==> src/rtl/edo_pkg.sv <==
package edo_pkg;

  typedef enum logic [2:0] {
    ST_IDLE,
    ST_RCD,
    ST_CAS,
    ST_PAGE,
    ST_CLOSE
  } edo_state_e;

  function automatic int max_of(input int a, input int b);
    return (a > b) ? a : b;
  endfunction

endpackage

==> src/rtl/edo_timer.sv <==
module edo_timer #(
  parameter int W = 3
) (
  input  logic         clk,
  input  logic         rst,
  input  logic         load,
  input  logic [W-1:0] val,
  output logic         done
);
  logic [W-1:0] cnt_q;

  always_ff @(posedge clk) begin
    if (rst)                cnt_q <= '0;
    else if (load)          cnt_q <= val;
    else if (cnt_q != '0)   cnt_q <= cnt_q - 1'b1;
  end

  assign done = (cnt_q == '0);
endmodule

==> src/rtl/edo_open_row.sv <==
module edo_open_row #(
  parameter int ROW_W = 9
) (
  input  logic             clk,
  input  logic             rst,
  input  logic             set_open,
  input  logic [ROW_W-1:0] set_row,
  input  logic             clear,
  input  logic [ROW_W-1:0] probe_row,
  output logic             is_open,
  output logic             hit
);
  logic [ROW_W-1:0] row_q;
  logic             open_q;

  always_ff @(posedge clk) begin
    if (rst) begin
      open_q <= 1'b0;
      row_q  <= '0;
    end else if (set_open) begin
      open_q <= 1'b1;
      row_q  <= set_row;
    end else if (clear) begin
      open_q <= 1'b0;
    end
  end

  assign is_open = open_q;
  assign hit     = open_q && (row_q == probe_row);
endmodule

==> src/rtl/edo_dram_ctrl.sv <==
module edo_dram_ctrl
  import edo_pkg::*;
#(
  parameter int MUX_W  = 9,
  parameter int DATA_W = 16,
  parameter int T_RCD  = 2,
  parameter int T_CAC  = 2,
  parameter int T_RAS  = 6,
  parameter int T_RP   = 3,
  parameter int T_CP   = 2
) (
  input  logic                   clk,
  input  logic                   rst,
  input  logic                   req_valid,
  output logic                   req_ready,
  input  logic                   req_we,
  input  logic [2*MUX_W-1:0]     req_addr,
  input  logic [DATA_W-1:0]      req_wdata,
  input  logic [DATA_W/8-1:0]    req_be,
  input  logic                   refresh_req,
  output logic                   rsp_valid,
  output logic [DATA_W-1:0]      rsp_rdata,
  output logic                   dram_ras_n,
  output logic [DATA_W/8-1:0]    dram_cas_n,
  output logic                   dram_we_n,
  output logic                   dram_oe_n,
  output logic [MUX_W-1:0]       dram_addr,
  output logic [DATA_W-1:0]      dram_dq_out,
  output logic                   dram_dq_oe,
  input  logic [DATA_W-1:0]      dram_dq_in
);
  localparam int LANES = DATA_W / 8;
  localparam int AW    = 2 * MUX_W;
  localparam int TMAX  = max_of(max_of(max_of(T_RCD, T_CAC), max_of(T_RAS, T_RP)), T_CP);
  localparam int TW    = max_of($clog2(TMAX + 1), 1);

  edo_state_e state_q;

  logic              ras_n_q, we_n_q, oe_n_q, dq_oe_q, rsp_valid_q;
  logic [LANES-1:0]  cas_n_q;
  logic [MUX_W-1:0]  addr_q;
  logic [DATA_W-1:0] dq_out_q, rsp_rdata_q;

  logic              we_q;
  logic [LANES-1:0]  be_q;
  logic [DATA_W-1:0] wdata_q;
  logic [MUX_W-1:0]  col_q;

  logic [MUX_W-1:0]  req_row, req_col;
  logic              accept, launch, from_host;
  logic              l_we;
  logic [LANES-1:0]  l_be;
  logic [MUX_W-1:0]  l_col;
  logic [DATA_W-1:0] l_wdata;
  logic [DATA_W-1:0] rd_masked;

  logic              phase_load, phase_done;
  logic [TW-1:0]     phase_val;
  logic              tras_load, tras_done;
  logic              rp_load, rp_done;
  logic              cp_load, cp_done;
  logic              page_open, page_hit;

  assign req_row = req_addr[AW-1:MUX_W];
  assign req_col = req_addr[MUX_W-1:0];

  assign req_ready = !refresh_req &&
                     (((state_q == ST_IDLE) && rp_done) ||
                      ((state_q == ST_PAGE) && cp_done && page_hit));
  assign accept    = req_valid && req_ready;

  // column launch: from the latched request after the row delay, or
  // straight from the host on an open-row hit
  assign from_host = (state_q == ST_PAGE);
  assign launch    = ((state_q == ST_RCD) && phase_done) || (from_host && accept);
  assign l_we      = from_host ? req_we    : we_q;
  assign l_be      = from_host ? req_be    : be_q;
  assign l_col     = from_host ? req_col   : col_q;
  assign l_wdata   = from_host ? req_wdata : wdata_q;

  assign phase_load = ((state_q == ST_IDLE) && accept) || launch;
  assign phase_val  = (state_q == ST_IDLE) ? TW'(T_RCD - 1) : TW'(T_CAC - 1);
  assign tras_load  = (state_q == ST_IDLE) && accept;
  assign rp_load    = (state_q == ST_CLOSE) && tras_done;
  assign cp_load    = (state_q == ST_CAS) && phase_done;

  edo_timer #(.W(TW)) u_phase (
    .clk(clk), .rst(rst), .load(phase_load), .val(phase_val), .done(phase_done));
  edo_timer #(.W(TW)) u_tras (
    .clk(clk), .rst(rst), .load(tras_load), .val(TW'(T_RAS - 1)), .done(tras_done));
  edo_timer #(.W(TW)) u_trp (
    .clk(clk), .rst(rst), .load(rp_load), .val(TW'(T_RP - 1)), .done(rp_done));
  edo_timer #(.W(TW)) u_tcp (
    .clk(clk), .rst(rst), .load(cp_load), .val(TW'(T_CP - 1)), .done(cp_done));

  edo_open_row #(.ROW_W(MUX_W)) u_row (
    .clk(clk), .rst(rst),
    .set_open(tras_load), .set_row(req_row),
    .clear(rp_load), .probe_row(req_row),
    .is_open(page_open), .hit(page_hit));

  for (genvar l = 0; l < LANES; l++) begin : g_lane
    assign rd_masked[l*8 +: 8] = be_q[l] ? dram_dq_in[l*8 +: 8] : 8'h00;
  end

  always_ff @(posedge clk) begin
    if (rst) begin
      state_q     <= ST_IDLE;
      ras_n_q     <= 1'b1;
      cas_n_q     <= '1;
      we_n_q      <= 1'b1;
      oe_n_q      <= 1'b1;
      dq_oe_q     <= 1'b0;
      dq_out_q    <= '0;
      addr_q      <= '0;
      rsp_valid_q <= 1'b0;
      rsp_rdata_q <= '0;
      we_q        <= 1'b0;
      be_q        <= '0;
      wdata_q     <= '0;
      col_q       <= '0;
    end else begin
      rsp_valid_q <= 1'b0;
      if (accept) begin
        we_q    <= req_we;
        be_q    <= req_be;
        wdata_q <= req_wdata;
        col_q   <= req_col;
      end
      if (launch) begin
        cas_n_q  <= ~l_be;
        addr_q   <= l_col;
        we_n_q   <= ~l_we;
        oe_n_q   <= l_we;
        dq_oe_q  <= l_we;
        dq_out_q <= l_wdata;
      end
      unique case (state_q)
        ST_IDLE: if (accept) begin
          ras_n_q <= 1'b0;
          addr_q  <= req_row;
          state_q <= ST_RCD;
        end
        ST_RCD: if (phase_done) state_q <= ST_CAS;
        ST_CAS: if (phase_done) begin
          cas_n_q <= '1;
          we_n_q  <= 1'b1;
          oe_n_q  <= 1'b1;
          dq_oe_q <= 1'b0;
          if (!we_q) begin
            rsp_valid_q <= 1'b1;
            rsp_rdata_q <= rd_masked;
          end
          state_q <= ST_PAGE;
        end
        ST_PAGE: begin
          if (accept)                                        state_q <= ST_CAS;
          else if (refresh_req || (req_valid && !page_hit))  state_q <= ST_CLOSE;
        end
        ST_CLOSE: if (tras_done) begin
          ras_n_q <= 1'b1;
          state_q <= ST_IDLE;
        end
        default: state_q <= ST_IDLE;
      endcase
    end
  end

  assign dram_ras_n  = ras_n_q;
  assign dram_cas_n  = cas_n_q;
  assign dram_we_n   = we_n_q;
  assign dram_oe_n   = oe_n_q;
  assign dram_addr   = addr_q;
  assign dram_dq_out = dq_out_q;
  assign dram_dq_oe  = dq_oe_q;
  assign rsp_valid   = rsp_valid_q;
  assign rsp_rdata   = rsp_rdata_q;


  cas_under_ras_chk: assert property (@(posedge clk) disable iff (rst)
    dram_ras_n |-> (&dram_cas_n));


  dq_write_only_chk: assert property (@(posedge clk) disable iff (rst)
    dram_dq_oe |-> (!dram_we_n && dram_oe_n && !(&dram_cas_n)));


  ras_min_low_chk: assert property (@(posedge clk) disable iff (rst)
    $rose(dram_ras_n) |-> $past(tras_done));


  ras_precharge_chk: assert property (@(posedge clk) disable iff (rst)
    $fell(dram_ras_n) |-> $past(rp_done));


  cas_precharge_chk: assert property (@(posedge clk) disable iff (rst)
    ($past(&dram_cas_n) && !(&dram_cas_n)) |-> $past(cp_done));


  refresh_blocks_chk: assert property (@(posedge clk) disable iff (rst)
    refresh_req |-> !req_ready);


  hit_keeps_row_chk: assert property (@(posedge clk) disable iff (rst)
    ((state_q == ST_PAGE) && accept) |=> (!dram_ras_n && page_open));
endmodule

==> config.mk <==
export PLATFORM = sky130hd
export DESIGN_NAME = edo_dram_ctrl
export DESIGN_NICKNAME = d
export VERILOG_FILES = /design/src/rtl/edo_pkg.sv /design/src/rtl/edo_timer.sv /design/src/rtl/edo_open_row.sv /design/src/rtl/edo_dram_ctrl.sv
export SDC_FILE = /design/constraint.sdc
export NUM_CORES = 1
export LEC_CHECK = 0
export ABC_AREA = 1
export BUFFER_PORTS_ARGS = -buffer_cell sky130_fd_sc_hd__buf_2
export CORE_UTILIZATION = 40
export CTS_BUF_LIST = sky130_fd_sc_hd__clkbuf_4 sky130_fd_sc_hd__clkbuf_8
export CTS_CLUSTER_SIZE = 24
export DETAILED_ROUTE_END_ITERATION = 12
export GPL_TIMING_DRIVEN = 0
export PLACE_DENSITY = 0.66
export SYNTH_ARGS = -nofsm -noshare
export SYNTH_HDL_FRONTEND = slang
export SYNTH_SLANG_ARGS = --single-unit
==> constraint.sdc <==
create_clock -name clk -period 2.04 [get_ports clk]
set_input_delay 0.408 -clock clk [delete_from_list [all_inputs] [get_ports clk]]
set_output_delay 0.408 -clock clk [all_outputs]
set_load 0.01 [all_outputs]
### Word-level counts from Yosys, hierarchy flattened

Index checks and enable logic that the tools add are counted.

| storage, ports and cells | value |
|---|---|
| register bits after elaboration | 101 |
| bits of input ports | 57 |
| output and inout bits | 49 |
| word-level logic and storage cells | 126 |

| cells by class | value |
|---|---|
| $add $sub $neg | 4 |
| equality and inequality tests | 10 |
| mux-type cells | 42 |
| bitwise logic cells | 5 |
| reductions and logical operators | 41 |

Operators by type and width:

| operator | count |
|---|---|
| $mux W9 | 4 |
| $mux W3 | 8 |
| $mux W1 | 19 |
| $mux W16 | 1 |
| $mux W8 | 2 |
| $logic_not A3 Y1 | 5 |
| $pmux W3 S5 | 1 |
| $logic_and A1 B1 Y1 | 12 |
| $mux W2 | 6 |
| $reduce_bool A2 Y1 | 6 |
| $reduce_bool A3 Y1 | 4 |
| $sub A3 B1 Y3 const B | 4 |
| $eq A9 B9 Y1 | 1 |
| $ne A2 B2 Y1 const B | 4 |
| $reduce_or A2 Y1 | 4 |
| $eq A3 B2 Y1 const B | 2 |
| $reduce_and A3 Y1 | 2 |
| $reduce_and A5 Y1 | 1 |
| $logic_or A1 B1 Y1 | 4 |
| $not A1 Y1 | 4 |
| $eq A3 B1 Y1 const B | 1 |
| $eq A3 B3 Y1 const B | 1 |
| $ne A3 B2 Y1 const B | 1 |
| $reduce_or A3 Y1 | 1 |
| 3 further kinds | 4 |

### Longest topological paths before layout

| logic depth | value |
|---|---|
| word-level depth | 11 |
| mapped depth | 15 |

### Modules after synthesis

From an unflattened synthesis, not the netlist that was laid out.

| second synthesis, totals | value |
|---|---|
| cells, all modules | 679 |
| area total of the unflattened synthesis | 4748.3 sq um |

By module, submodules not included:

| module | instances | cells each | area an instance (sq um) | seq. area each (sq um) |
|---|---|---|---|---|
| edo_dram_ctrl | 1 | 492 | 3424.5 | 1581.5 |
| edo_timer | 4 | 28 | 198.9 | 60.1 |
| edo_open_row | 1 | 75 | 528.0 | 200.2 |

### Worst setup path before layout

No wires, ideal clock.

| timing | value |
|---|---|
| path type | register to register |
| from | reg u_phase.cnt_q[0] |
| to | reg rsp_rdata_q[10], in the netlist rsp_rdata[10] |
| arrival time | 1.675 ns |
| setup slack | 0.233 ns |
| cell stages (with the launch flop) | 13 |
| buffers on the path | 1 |
| period minus slack after synthesis | 1.807 ns |
| cells stage by stage | dfxtp_1 -> inv_1 -> ha_1 -> inv_1 -> nor2_1 -> inv_1 -> nor2_1 -> inv_1 -> nor2_2 -> inv_2 -> clkbuf_1 -> nand2_1 -> a21oi_1 |

| between the ends | value |
|---|---|
| longest elaborated chain between the ends | 2 |

Ends and longest elaborated chain:

| element | line | source |
|---|---|---|
| start: declaration | edo_timer.sv:10 | `logic [W-1:0] cnt_q;` |
| start signal: assignment | edo_timer.sv:14 | `else if (load) cnt_q <= val;` |
| start signal: assignment | edo_timer.sv:15 | `else if (cnt_q != '0) cnt_q <= cnt_q - 1'b1;` |
| $logic_not A3 Y1 | edo_timer.sv:18 | `assign done = (cnt_q == '0);` |
| $reduce_and A3 Y1 (no line) | n/a |  |
| end signal: assignment | edo_dram_ctrl.sv:152 | `rsp_rdata_q <= rd_masked;` |
| end: declaration | edo_dram_ctrl.sv:42 | `logic [DATA_W-1:0] dq_out_q, rsp_rdata_q;` |

Every way passes these cells.
A chain may end at the register's enable or synchronous reset.

### Worst setup path after layout

| timing | value |
|---|---|
| from | reg state_q[0] |
| to | out req_ready |

| between the ends | value |
|---|---|
| longest elaborated chain between the ends | 5 |
| elaborated cells between the ends (all ways) | 7 |

Ends and longest elaborated chain:

| element | line | source |
|---|---|---|
| start: declaration | edo_dram_ctrl.sv:37 | `edo_state_e state_q;` |
| start signal: assignment | edo_dram_ctrl.sv:108 | `state_q <= ST_IDLE;` |
| start signal: assignment | edo_dram_ctrl.sv:142 | `state_q <= ST_RCD;` |
| start signal: assignment | edo_dram_ctrl.sv:144 | `ST_RCD: if (phase_done) state_q <= ST_CAS;` |
| $eq A3 B2 Y1 | edo_dram_ctrl.sv:69 | `((state_q == ST_PAGE) && cp_done && page_hit));` |
| $logic_and A1 B1 Y1 (2 in series) | edo_dram_ctrl.sv:69 |  |
| $logic_or A1 B1 Y1 * | edo_dram_ctrl.sv:68 | `(((state_q == ST_IDLE) && rp_done) \|\|` |
| $logic_and A1 B1 Y1 * | edo_dram_ctrl.sv:67 | `assign req_ready = !refresh_req &&` |
| end: declaration | edo_dram_ctrl.sv:15 | `output logic req_ready,` |

Every way passes the cells marked *; elsewhere a longest branch is shown, timed or not.

==> results by group <==
Worst setup path
  • Worst setup path end: req_ready
  • Critical Path Most Common Cell: buf_6
  • WP depth: 7
  • CP Data Required Time: 1.63 ns
  • Slowest cell on crit path: dfxtp_1
  • Bufs and invs on worst path: 3
  • Worst path max stage delay: 0.39 ns
  • CP Launch Type: flop
  • Cells along the critical path: nor2_2 > inv_1 > nor2_4 > nand2_1 > a21oi_4 > buf_6 > buf_6
  • CP top delay family: simple AND/OR/NAND/NOR gates
  • Register-to-Register Setup Slack: -0.03 ns
  • Worst path arrival time: 1.75 ns
  • Crit-path max FO: 4
  • R2r worst-path depth: 13
  • WS Path Type: flop to primary output
  • Crit. End Element: primary output
  • Worst Setup SP: state_q[0]$_SDFFE_PP0P_
  • Reg2reg start: state_q[0]$_SDFFE_PP0P_
  • R2r endpoint: dram_addr[3]$_SDFF_PP0_

Cells and area
  • Most frequent cells in the layout: nand2_1 (156), buf_2 (106), dfxtp_1 (97), nor2_1 (53)
  • Nets: 800
  • Ant. Diodes: 0
  • Non-filler cells, final: 877
  • FF/Latch Area: 2027 sq um
  • Fillers: 1,050
  • Layout area overhead: 24.50%
  • Share of layout cells above drive strength 1: 0.2497
  • Commonest non-fill, non-tap cell in the layout: nand2_1
  • Multi-input gate area: 2031 sq um

Timing
  • Final Setup Violations: 4
  • Slew headroom: 0.6265
  • Max Fclk: 463.1 MHz
  • Worst Skew: 0.01116 ns
  • Hold WS: 0.2924 ns
  • Final count of pins violating max slew: 0
  • Final period utilization: 1.058
  • Setup TNS: -0.1680 ns
  • Post-route minimum period: 2.159 ns
  • Worst slew pin tran: 0.5602 ns
  • Unrepaired setup endpoints after global routing: true
  • Final setup margin: -0.1192 ns
  • Final hold vios: 0

Run status
  • Failing checks: setup timing
  • Status: finished, violations left

Global routing
  • GRT overflow: 0
  • Initial antenna violation count: 0
  • Largest net degree at the start of global routing: 17
  • Vias in the first global route: 4,009
  • Global-route wire length before repair: 18,670 um
  • Gr usage total: 0.2094

Logic synthesis
  • Syn Nets: 669
  • Top cell type's share of synthesized area: 0.4636
  • Synth cell types: 32
  • Mapped Cells: 606
  • Synth Area per Inst: 7.197 sq um
  • Yosys warnings: 0
  • Synth area leaders: dfxtp_1 (46%), nand2_1 (14%), a21oi_1 (6.0%)
  • Synth area leader: dfxtp_1
  • Mapped Area: 4362 sq um
  • Async SR Flop Fraction: 0
  • Sequential share of the synthesized area: 0.4636
  • Synth Register Bits: 101
  • Number of synthesized flops with an enable pin: 0
  • Primary FF master, synth: dfxtp_1

Route
  • Residual DRC: 0
  • Via/cell ratio: 4.965
  • DR iter-0 viols: 200
  • ANT nets after route: 0
  • Pre-Repair DR Iteration Count: 7
  • Final WL: 11,820 um
  • WL/cell: 13.48 um
  • Vias: 4,354

Die
  • Core area: 10,460 sq um
  • Die X: 106.4 um
  • Chip height: 106.4 um
  • # rows: 37
  • I/O pin cnt: 106
  • Starting density of the core: 0.4169
  • Die area: 11,330 sq um

Pwr
  • Peak supply drop: 0.4434 mV
  • Power, Total: 6.426 mW
  • Cell Pwr Density: 1183 nW/um^2
  • LEAKAGE: 2.513 nW

Clock tree
  • Clk sinks: 101
  • CTS Buffer Depth: 2
  • CTS Buf Count: 9
  • Clock insertion delay at the later pin of the skew report: 0.37 ns
  • H-Tree Depth: 3
  • CTS tree: done
  • Cts hold-fix bufs: 0
  • Root buf cell: clkbuf_8
  • Clock-pin transition on the worst setup and hold timing paths: 0.10 ns

Flow run
  • Max cap viols: 0

Hold path
  • Hold Crit Class: primary input to flop

Place
  • Gpl congestion: 0.7955
  • Placed cells: 846
  • Number of buffers added on ports: 104
  • Post-detail-place hpwl: 8603 um
-- synthesized netlist by cell type, drive strengths merged, types with 6 or more instances --
| cell | n |
|---|---|
| a21oi | 53 |
| buf | 10 |
| nand3 | 56 |
| inv | 49 |
| ha | 6 |
| clkbuf | 21 |
| o21ai | 60 |
| dfxtp | 101 |
| nand2 | 163 |
| nor3 | 6 |
| nor2 | 63 |
-- stage by stage --
step / utilization / setup WS (ns) / area (sq um)
finish: 0.5190 / -0.1192 / 5430
global route: 0.5190 / -0.2084 / 5430
CTS: 0.5085 / -0.1259 / 5320
detailed placement: 0.4829 / -0.2189 / 5052
global placement: 0.4829 / -0.1808 / 5052
floorplan: - / 0.2326 / 4362
-- repair_timing --
item                       in CTS  in global routing
setup endpoints to repair      37                 60
cloned                          0                  1
pin swaps                       5                 11
buffers inserted                6                  9
resized for setup              15                 21
-- cell families (layout without fill, tap and decap cells) --
| group | Yosys count | after routing | synth area share |
|---|---|---|---|
| adder cells (fa/ha/maj) | 6 | 6 | 0.01721 |
| XOR/XNOR | 6 | 6 | 0.01205 |
| AO/OA/AOI/OAI | 120 | 120 | 0.1446 |
| buffers and inverters | 83 | 218 | 0.08003 |
| flip-flops | 101 | 101 | 0.4636 |
| AND/OR/NAND/NOR | 290 | 290 | 0.2826 |
-- area by class of cell --
type	instances	area share
Timing Repair Buffer	119	0.1184
Sequential cell	101	0.3733
Multi-Input combinational cell	422	0.3740
Inverter	52	0.03664
Clock buffer	9	0.02281
Tap cell	136	0.03134
Timing Repair inverter	1	0.0009217
Buffer	31	0.03088
Clock inverter	6	0.01175
-- tightest hold or removal path, stage by stage --
cell     delay [ns]
buf_2          0.09
nand3_1        0.06
a21oi_1        0.05
-- report_power, final --
group / switching, mW / leakage [nW] / internal (mW)
clock: 0.696 / 0.0915 / 0.561
sequential: 0.233 / 0.825 / 2.41
combinational: 1.54 / 1.60 / 0.988
total: 2.47 / 2.51 / 3.96
-- per-layer routing --
layer / routed length, um / vias to the layer above / part of all wire / GRT usage
li1: - / 2207 / - / -
met1: 5277 / 2030 / 0.45 / 0.2578
met2: 5806 / 103 / 0.49 / 0.3562
met3: 545 / 14 / 0.046 / 0.05028
met4: 190 / 0 / 0.016 / 0.07241
met5: 0 / - / 0 / 0
-- flip-flops by register name, summed over array words and instances, names as in the netlist, 9 cells and up --
register / cells
u_row.row_q: 9
rsp_rdata: 16
wdata_q: 16
dram_dq_out: 16
col_q: 9
dram_addr: 9
-- worst min-delay path by stage --
stage                     slack, ns                     start  cells after the start                         end
after global routing           0.28             dram_dq_in[1]                      3   rsp_rdata[1]$_SDFFE_PP0P_
final                          0.29            dram_dq_in[12]                      3  rsp_rdata[12]$_SDFFE_PP0P_
after detailed placement       0.44   dram_ras_n$_SDFFE_PP1P_                      2     dram_ras_n$_SDFFE_PP1P_
after global placement         0.44  wdata_q[15]$_SDFFE_PP0P_                      2    wdata_q[15]$_SDFFE_PP0P_
after floorplan                0.42  wdata_q[15]$_SDFFE_PP0P_                      2    wdata_q[15]$_SDFFE_PP0P_
after CTS                      0.28            dram_dq_in[15]                      3  rsp_rdata[15]$_SDFFE_PP0P_
No activity file was read; power rests on OpenSTA's default activity.
